File: src/rtl/seq_pkg.sv
`timescale 1ns/1ps
package seq_pkg;

    typedef enum logic [2:0] {
        BUS_NONE = 3'd0,
        BUS_AR   = 3'd1,
        BUS_PC   = 3'd2,
        BUS_DR   = 3'd3,
        BUS_AC   = 3'd4,
        BUS_IR   = 3'd5,
        BUS_TR   = 3'd6,
        BUS_MEM  = 3'd7
    } bus_src_e;

    typedef struct packed {
        logic ar_ld;
        logic ar_clr;
        logic pc_ld;
        logic pc_inc;
        logic pc_clr;
        logic ir_ld;
        logic dr_ld;
        logic ac_ld;
        logic tr_ld;
        logic mem_rd;
        logic mem_wr;
        logic ien_clr;
    } strobe_t;

    localparam int OPC_LOAD   = 2;
    localparam int OPC_STORE  = 3;
    localparam int OPC_BRANCH = 4;
    localparam int OPC_REGIO  = 7;

    // Highest step index the strobe decoder looks at
    localparam int LAST_STEP = 5;

endpackage

File: src/rtl/seq_timer.sv
`timescale 1ns/1ps
module seq_timer #(
    parameter int CNT_W = 4,
    localparam int STATES = 1 << CNT_W
) (
    input  logic              clk,
    input  logic              rst,
    input  logic              clr,
    output logic [STATES-1:0] t_onehot
);

    typedef struct packed {
        logic [CNT_W-1:0] cnt;
    } timer_t;

    timer_t tm_d, tm_q;

    always_comb begin
        tm_d = tm_q;
        if (clr) begin
            tm_d.cnt = '0;
        end else begin
            tm_d.cnt = tm_q.cnt + 1'b1;
        end
    end

    always_ff @(posedge clk) begin
        if (rst) begin
            tm_q <= '0;
        end else begin
            tm_q <= tm_d;
        end
    end

    for (genvar k = 0; k < STATES; k++) begin : g_dec
        assign t_onehot[k] = (tm_q.cnt == CNT_W'(k));
    end

    AST_STEP_OR_HOME: assert property (@(posedge clk) disable iff (rst)
        !clr |=> (tm_q.cnt == CNT_W'($past(tm_q.cnt) + 1'b1)) || (tm_q.cnt == '0));

    AST_CLEAR_HOME: assert property (@(posedge clk) disable iff (rst)
        clr |=> t_onehot[0]);

endmodule

File: src/rtl/seq_opdecode.sv
`timescale 1ns/1ps
module seq_opdecode #(
    parameter int OP_W = 3,
    localparam int DEC_W = 1 << OP_W
) (
    input  logic             clk,
    input  logic             rst,
    input  logic             capture,
    input  logic [OP_W:0]    ir_top,
    output logic [DEC_W-1:0] d_onehot,
    output logic             ind_q
);

    typedef struct packed {
        logic            ind;
        logic [OP_W-1:0] op;
    } dec_t;

    dec_t dec_d, dec_q;

    always_comb begin
        dec_d = dec_q;
        if (capture) begin
            dec_d.ind = ir_top[OP_W];
            dec_d.op  = ir_top[OP_W-1:0];
        end
    end

    always_ff @(posedge clk) begin
        if (rst) begin
            dec_q <= '0;
        end else begin
            dec_q <= dec_d;
        end
    end

    for (genvar k = 0; k < DEC_W; k++) begin : g_dec
        assign d_onehot[k] = (dec_q.op == OP_W'(k));
    end

    assign ind_q = dec_q.ind;

    AST_DEC_HOLD: assert property (@(posedge clk) disable iff (rst)
        !capture |=> $stable(d_onehot) && $stable(ind_q));

endmodule

File: src/rtl/seq_intr.sv
`timescale 1ns/1ps
module seq_intr (
    input  logic clk,
    input  logic rst,
    input  logic ien,
    input  logic fgi,
    input  logic fgo,
    input  logic early,
    input  logic done,
    output logic r_q
);

    typedef struct packed {
        logic pend;
    } intr_t;

    intr_t ir_d, ir_q;

    always_comb begin
        ir_d = ir_q;
        if (done) begin
            ir_d.pend = 1'b0;
        end else if (!early && ien && (fgi || fgo)) begin
            ir_d.pend = 1'b1;
        end
    end

    always_ff @(posedge clk) begin
        if (rst) begin
            ir_q <= '0;
        end else begin
            ir_q <= ir_d;
        end
    end

    assign r_q = ir_q.pend;

    AST_NO_EARLY_SET: assert property (@(posedge clk) disable iff (rst)
        (early && !r_q) |=> !r_q);

    AST_SET_LATE: assert property (@(posedge clk) disable iff (rst)
        (!early && ien && (fgi || fgo)) |=> r_q);

endmodule

File: src/rtl/seq_strobe.sv
`timescale 1ns/1ps
module seq_strobe
    import seq_pkg::*;
#(
    parameter int OP_W = 3,
    localparam int DEC_W = 1 << OP_W
) (
    input  logic                 rst,
    input  logic [LAST_STEP:0]   t,
    input  logic [DEC_W-1:0]     d,
    input  logic                 ind,
    input  logic                 r,
    output bus_src_e             bus,
    output strobe_t              s,
    output logic                 sc_clr,
    output logic                 capture,
    output logic                 int_done
);

    logic mem_ref;
    logic do_load;
    logic do_store;
    logic do_branch;
    logic out_of_scope;

    always_comb begin
        mem_ref      = !d[OPC_REGIO];
        do_load      = d[OPC_LOAD];
        do_store     = d[OPC_STORE];
        do_branch    = d[OPC_BRANCH];
        out_of_scope = d[0] | d[1] | d[5] | d[6] | d[OPC_REGIO];
    end

    always_comb begin
        s        = '0;
        bus      = BUS_NONE;
        sc_clr   = 1'b0;
        capture  = 1'b0;
        int_done = 1'b0;

        if (r) begin
            // hardware call: save PC at 0, resume at 1
            if (t[0]) begin
                bus      = BUS_PC;
                s.ar_clr = 1'b1;
                s.tr_ld  = 1'b1;
            end
            if (t[1]) begin
                bus      = BUS_TR;
                s.mem_wr = 1'b1;
                s.pc_clr = 1'b1;
            end
            if (t[2]) begin
                s.pc_inc  = 1'b1;
                s.ien_clr = 1'b1;
                sc_clr    = 1'b1;
                int_done  = 1'b1;
            end
        end else begin
            if (t[0]) begin
                bus     = BUS_PC;
                s.ar_ld = 1'b1;
            end
            if (t[1]) begin
                bus      = BUS_MEM;
                s.ir_ld  = 1'b1;
                s.mem_rd = 1'b1;
                s.pc_inc = 1'b1;
            end
            if (t[2]) begin
                bus     = BUS_IR;
                s.ar_ld = 1'b1;
                capture = 1'b1;
            end
        end

        // execute-side steps do not depend on the pending call
        if (t[3]) begin
            if (mem_ref && ind) begin
                bus      = BUS_MEM;
                s.mem_rd = 1'b1;
                s.ar_ld  = 1'b1;
            end
            if (out_of_scope) begin
                sc_clr = 1'b1;
            end
        end

        if (t[4]) begin
            if (do_load) begin
                bus      = BUS_MEM;
                s.mem_rd = 1'b1;
                s.dr_ld  = 1'b1;
            end
            if (do_store) begin
                bus      = BUS_AC;
                s.mem_wr = 1'b1;
                sc_clr   = 1'b1;
            end
            if (do_branch) begin
                bus     = BUS_AR;
                s.pc_ld = 1'b1;
                sc_clr  = 1'b1;
            end
        end

        if (t[5] && do_load) begin
            s.ac_ld = 1'b1;
            sc_clr  = 1'b1;
        end

        if (rst) begin
            s   = '0;
            bus = BUS_NONE;
        end
    end

endmodule

File: src/rtl/seq_ctrl.sv
`timescale 1ns/1ps
module seq_ctrl
    import seq_pkg::*;
#(
    parameter int CNT_W = 4,
    parameter int OP_W  = 3,
    localparam int STATES = 1 << CNT_W,
    localparam int DEC_W  = 1 << OP_W
) (
    input  logic              clk,
    input  logic              rst,
    input  logic [OP_W:0]     ir_top,
    input  logic              ien,
    input  logic              fgi,
    input  logic              fgo,
    output logic [STATES-1:0] t_state,
    output logic [DEC_W-1:0]  d_op,
    output logic              ind_bit,
    output logic              int_pend,
    output logic [2:0]        bus_sel,
    output logic              ar_ld,
    output logic              ar_clr,
    output logic              pc_ld,
    output logic              pc_inc,
    output logic              pc_clr,
    output logic              ir_ld,
    output logic              dr_ld,
    output logic              ac_ld,
    output logic              tr_ld,
    output logic              mem_rd,
    output logic              mem_wr,
    output logic              ien_clr
);

    logic     sc_clr;
    logic     capture;
    logic     int_done;
    logic     early;
    bus_src_e bus;
    strobe_t  stb;

    seq_timer #(.CNT_W(CNT_W)) u_timer (
        .clk      (clk),
        .rst      (rst),
        .clr      (sc_clr),
        .t_onehot (t_state)
    );

    seq_opdecode #(.OP_W(OP_W)) u_dec (
        .clk      (clk),
        .rst      (rst),
        .capture  (capture),
        .ir_top   (ir_top),
        .d_onehot (d_op),
        .ind_q    (ind_bit)
    );

    assign early = t_state[0] | t_state[1] | t_state[2];

    seq_intr u_intr (
        .clk   (clk),
        .rst   (rst),
        .ien   (ien),
        .fgi   (fgi),
        .fgo   (fgo),
        .early (early),
        .done  (int_done),
        .r_q   (int_pend)
    );

    seq_strobe #(.OP_W(OP_W)) u_stb (
        .rst      (rst),
        .t        (t_state[LAST_STEP:0]),
        .d        (d_op),
        .ind      (ind_bit),
        .r        (int_pend),
        .bus      (bus),
        .s        (stb),
        .sc_clr   (sc_clr),
        .capture  (capture),
        .int_done (int_done)
    );

    assign bus_sel = bus;
    assign ar_ld   = stb.ar_ld;
    assign ar_clr  = stb.ar_clr;
    assign pc_ld   = stb.pc_ld;
    assign pc_inc  = stb.pc_inc;
    assign pc_clr  = stb.pc_clr;
    assign ir_ld   = stb.ir_ld;
    assign dr_ld   = stb.dr_ld;
    assign ac_ld   = stb.ac_ld;
    assign tr_ld   = stb.tr_ld;
    assign mem_rd  = stb.mem_rd;
    assign mem_wr  = stb.mem_wr;
    assign ien_clr = stb.ien_clr;

    AST_QUIET_IN_RESET: assert property (@(posedge clk)
        rst |-> (bus_sel == 3'd0) && (stb == '0));

    AST_RW_EXCL: assert property (@(posedge clk) disable iff (rst)
        !(mem_rd && mem_wr));

    AST_CALL_RETURNS: assert property (@(posedge clk) disable iff (rst)
        (int_pend && t_state[2]) |=> (t_state[0] && !int_pend && $stable(d_op)));

    AST_NO_STEP4_OTHER: assert property (@(posedge clk) disable iff (rst)
        (t_state[3] && !(d_op[2] || d_op[3] || d_op[4])) |=> t_state[0]);

endmodule

File: config.mk
export PLATFORM = sky130hd
export DESIGN_NAME = seq_ctrl
export DESIGN_NICKNAME = d
export VERILOG_FILES = /design/src/rtl/seq_pkg.sv /design/src/rtl/seq_timer.sv /design/src/rtl/seq_opdecode.sv /design/src/rtl/seq_intr.sv /design/src/rtl/seq_strobe.sv /design/src/rtl/seq_ctrl.sv
export SDC_FILE = /design/constraint.sdc
export NUM_CORES = 1
export LEC_CHECK = 0
export ABC_AREA = 0
export BUFFER_PORTS_ARGS = -buffer_cell sky130_fd_sc_hd__buf_4
export CORE_UTILIZATION = 45
export DETAILED_ROUTE_END_ITERATION = 7
export PLACE_DENSITY = 0.87
export SKIP_CTS_REPAIR_TIMING = 1
export SLEW_MARGIN = 10
export SYNTH_ARGS = -nofsm -noshare
export SYNTH_HDL_FRONTEND = slang
export SYNTH_HIERARCHICAL = 1
export SYNTH_SLANG_ARGS = --single-unit
File: constraint.sdc
create_clock -name clk -period 4.1 [get_ports clk]
set_clock_uncertainty 0.05 [all_clocks]
set_input_delay 0.615 -clock clk [delete_from_list [all_inputs] [get_ports clk]]
set_output_delay 0.615 -clock clk [all_outputs]
set_load 0.005 [all_outputs]
# Word-level counts from Yosys, hierarchy flattened
# Index checks and enable logic that the tools add are counted.
[word_totals]
register_bits = 9
out_inout_bits = 41
[classes]
addsub = 1
eq_ne = 22
mux = 43
bitwise_logic = 6
n_reduce_logical = 11
[op_table]
columns = ["cell", "count"]
rows = [
  ["3-bit two-way mux", 11],
  ["4-bit equality test (second input constant)", 8],
  ["1-bit two-way mux", 28],
  ["4-bit by 3-bit equality test with 1-bit output (second input constant)", 4],
  ["3-bit equality test (second input constant)", 4],
  ["12-bit two-way mux", 1],
  ["4-bit by 2-bit equality test with 1-bit output (second input constant)", 2],
  ["3-bit by 2-bit equality test with 1-bit output (second input constant)", 2],
  ["2-bit two-way mux", 3],
  ["1-bit bitwise OR", 6],
  ["4-bit by 1-bit adder with 4-bit output (second input constant)", 1],
  ["4-bit by 1-bit equality test with 1-bit output (second input constant)", 1],
  ["1-bit logical AND", 4],
  ["4-bit logical NOT", 1],
  ["2-bit OR reduction", 2],
  ["3-bit by 1-bit equality test with 1-bit output (second input constant)", 1],
  ["3-bit logical NOT", 1],
  ["1-bit logical NOT", 2],
  ["1-bit logical OR", 1],
]

# Depth between registers and ports, before layout
[logic_depth]
word_depth = 12
ltp_mapped = 7

# Cells and area by module
# The synthesis kept the hierarchy.
[by_module_without_submodules]
columns = ["module", "n_inst", "cells_each", "area_each_um2", "seq_area_each_um2"]
rows = [
  ["seq_timer", 1, 40, 357.8, 80.1],
  ["seq_strobe", 1, 34, 212.7, 0.0],
  ["seq_opdecode", 1, 22, 198.9, 80.1],
  ["seq_intr", 1, 5, 41.3, 20.0],
  ["seq_ctrl", 1, 1, 6.3, 0.0],
]

# Worst setup path before layout
# OpenSTA, ideal clock, no wires.
[synth_path]
path_type = "reg-to-output"
startpoint = "register u_timer/tm_q[0] (netlist name)"
endpoint = "output bus_sel[1]"
t_arrival_ns = 1.509
required_time_ns = 3.435
path_slack_ns = 1.926
stages_incl_launch_ff = 6
cell_sequence = "dfxtp_1 -> ha_1 -> nor3b_1 -> nand3b_1 -> a21boi_0 -> a211oi_1"
[synth_rtl]
columns = ["element", "line_no", "source"]
rows = [
  ["from (decl)", "seq_timer.sv:16", "timer_t tm_d, tm_q;"],
  ["from (signal assigned)", "seq_timer.sv:31", "tm_q <= tm_d;"],
  ["4-bit by 2-bit equality test with 1-bit output (*)", "seq_timer.sv:36", "assign t_onehot[k] = (tm_q.cnt == CNT_W'(k));"],
  ["via t_state[3]", "seq_ctrl.sv:16", "output logic [STATES-1:0] t_state,"],
  ["3-bit two-way mux (*)", "seq_strobe.sv:78", "if (t[3]) begin"],
  ["3-bit two-way mux", "seq_strobe.sv:90", "if (do_load) begin"],
  ["3-bit two-way mux", "seq_strobe.sv:95", "if (do_store) begin"],
  ["3-bit two-way mux", "seq_strobe.sv:100", "if (do_branch) begin"],
  ["3-bit two-way mux (*)", "seq_strobe.sv:89", "if (t[4]) begin"],
  ["3-bit two-way mux (*)", "seq_strobe.sv:112", "if (rst) begin"],
  ["to (decl)", "seq_ctrl.sv:20", "output logic [2:0] bus_sel,"],
]
# The timed path passes the listed nets; every way through them passes the cells marked *.

# Final worst setup path
[layout_path]
startpoint = "register u_timer/tm_q[0] (netlist name)"
endpoint = "output bus_sel[1]"
[layout_between]
elab_chain_len = 12
[layout_rtl]
columns = ["element", "line_no", "source"]
rows = [
  ["4-bit logical NOT", "seq_timer.sv:36", ""],
  ["2-bit two-way mux", "seq_strobe.sv:43, seq_strobe.sv:60", ""],
  ["3-bit two-way mux", "seq_strobe.sv:64", "if (t[1]) begin"],
  ["3-bit two-way mux", "seq_strobe.sv:70", "if (t[2]) begin"],
  ["3-bit two-way mux", "seq_strobe.sv:41", "if (r) begin"],
  ["3-bit two-way mux", "seq_strobe.sv:79", "if (mem_ref && ind) begin"],
  ["3-bit two-way mux", "seq_strobe.sv:78", ""],
  ["3-bit two-way mux", "seq_strobe.sv:90", ""],
  ["3-bit two-way mux", "seq_strobe.sv:95", ""],
  ["3-bit two-way mux", "seq_strobe.sv:100", ""],
  ["3-bit two-way mux (*)", "seq_strobe.sv:89", ""],
  ["3-bit two-way mux (*)", "seq_strobe.sv:112", ""],
]
# Mark *: on every way between the ends. The rest lies on a longest branch, timed or not.

==> impl_metrics.ini <==
[clock_network]
clk_pin_slew_ps = 60
htreeDepth = 1
cts_buffers = 3
clockBufferDepth = 2
clkLatencyLatePin_ps = 260
root_buffer = clkbuf_4
cts_tree = yes
cts.sinks = 9

[worst_setup_path]
crit_family = simple AND/OR/NAND/NOR gates
worst_setup_path_start_kind = flip-flop
cpPeakStageDelay_ps = 390
cp_slowest_cell = dfxtp_1
cp.arrival_ps = 2060
crit_type = flip-flop to output pin
endpoint_kind = output pin
critical_path.cell_chain = ha_1 -> nor3b_1 -> nand3b_1 -> a21boi_0 -> a211oi_1 -> buf_4
required_ps = 3430
crit_buf_inv = 1
cp_max_fo = 5

[sta]
rsz0062_at_grt = false
maxSlewViolCount = 0
tightestPinTransition_ps = 498
fmax_mhz = 366
min_period_ps = 2730
relSlewSlack_pct = 66.8
setup_viol = 0
fin_crit_sh_pct = 66.6
fin_tns_setup_ps = 0
hold_viol = 0

[global_route]
track_usage_pct = 22.0
grt_antenna_before_repair = 0
grt_pass1_wl_um = 3250
grt_pass1_vias = 768
gr-total-overflow = 0
grt_max_degree = 25

[yosys]
synth_area_um2 = 817
synth.most_common_cell = nor2_1
synth_edf_count = 0
synth_area_leader_cell = dfxtp_1
ys_ff_latch = 9
synth_area_leaders = dfxtp_1, and2_1, and3b_1
synth.top_cell.area_share_pct = 22.1
synthFlopType = dfxtp_1
synth_commonest_cells = nor2_1, and2_1, dfxtp_1
syn_avg_cell_area_um2 = 8.01
syn_nets = 115
synth_cell_types = 39
yosysWarningCount = 6
synthesis.instances = 102
async_flop_share_pct = 0
seq_area_frac_synth_pct = 22.1

[pwr]
finalPower_w = 0.000337
ir_drop_mv = 0.268
power.leakage_nw = 0.628
p_per_area_nw_per_um2 = 280

[die]
core_um2 = 1710
start_util_pct = 47.8
die_h_um = 44.6
num_rows = 15
io_pins = 50
die_w_um = 44.6
dieArea_um2 = 1990

[cells_and_area]
multi_input_area_um2 = 583
antenna_cells = 0
final.fill_count = 136
area_growth_pct = 47.5
finalInstanceArea_um2 = 1200
fin_util_pct = 70.5
fin_nets = 164
stdcell_count = 175
layout-drive-gt1-share_pct = 42.0
seqCellArea_um2 = 180

[status]
status = finished clean

[hold_path]
hold_path_class = flip-flop to flip-flop

[routing]
drt_wl_total_um = 2110
drt_iter0_markers = 10
routed-via-count = 888
drtPass1Iterations = 4
wl_per_cell_um = 12.0
drc = 0
via_per_inst = 5.07
ant_nets = 0

[place]
io_buffers = 49
place.gp.congestion = 0.705
post-dp-hpwl_um = 1680
place_area_um2 = 1180
place_inst = 171

[flow_run]
drv_cap = 0
registers in the layout, indices dropped and copies added, names as in the netlist:
register / flops
u_dec/dec_q: 3
u_dec/ind_q: 1
u_intr/r_q: 1
u_timer/tm_q: 4
layout make-up:
class | count | area share, %
timing repair buffer | 49 | 30.5
multi-input combinational | 84 | 48.4
clock inverter | 1 | 0.415
clock buffer | 3 | 1.87
tap | 25 | 2.60
inverter | 4 | 1.25
sequential | 9 | 15.0
kinds of logic (layout without fill, tap and decap cells):
family / count (synthesis) / in the layout / synth area share, %
AOI/OAI and AO/OA: 15 / 15 / 12.3
xor gates and xnor gates: 1 / 1 / 1.07
adders and majority gates: 4 / 4 / 6.13
buffers and inverters: 9 / 57 / 6.58
DFF: 9 / 9 / 22.1
muxes: 5 / 5 / 6.28
and+or+nand+nor: 59 / 59 / 45.6
stage by stage:
step | hold WS (ps) | worst slack, ps
4_1_cts | 476 | 1370
3_5_place_dp | 468 | 1670
3_3_place_gp | 447 | 1730
5_1_grt | 518 | 1180
2_1_floorplan | 424 | 1930
6_report | 473 | 1370
routing by layer:
layer  up-vias  global-route usage [%]  routed length [um]
met2        20                    39.4                1110
met3         2                    5.71                  91
met1       413                    25.7                 892
li1        453                       -                   -
met5         -                       0                   0
met4         0                    5.45                  13
path summary, 6_finish.rpt:
check                               from                          to  slack (ps)  cells past startpoint
max           u_timer/tm_q[0]$_SDFF_PP0_                  bus_sel[1]        1370                      6
max reg2reg  u_dec/dec_q[1]$_SDFFE_PP0P_  u_timer/tm_q[3]$_SDFF_PP0_        2020                      6
min reg2reg   u_timer/tm_q[0]$_SDFF_PP0_  u_timer/tm_q[0]$_SDFF_PP0_         470                      1
min           u_timer/tm_q[0]$_SDFF_PP0_  u_timer/tm_q[0]$_SDFF_PP0_         470                      1
worst register-to-register path, delay by kind of cell, from the launching register on:
kind | cells | cell delay (ps)
DFF | 1 | 370
AOI/OAI and AO/OA | 1 | 140
muxes | 1 | 170
and+or+nand+nor | 4 | 1300
report_power, final:
group          switching [W]  internal, W  leakage, nW  total (W)
sequential         0.0000167    0.0000976       0.0735   0.000114
clock              0.0000331    0.0000360       0.0177  0.0000691
combinational      0.0000705    0.0000832        0.537   0.000154
cell usage in the layout (no fill, tap or decap), types with 4 or more instances in the layout:
master   netlist  routed
buf_4          1      49
and3_2         4       4
inv_1          4       4
dfxtp_1        9       9
nor3b_1        6       6
and3b_1        6       6
ha_1           4       4
nor2_1        11      11
and2_1         9       9
mux2i_1        4       4
nand2_1        5       5
Note: power is estimated with default switching activity, not from simulation.
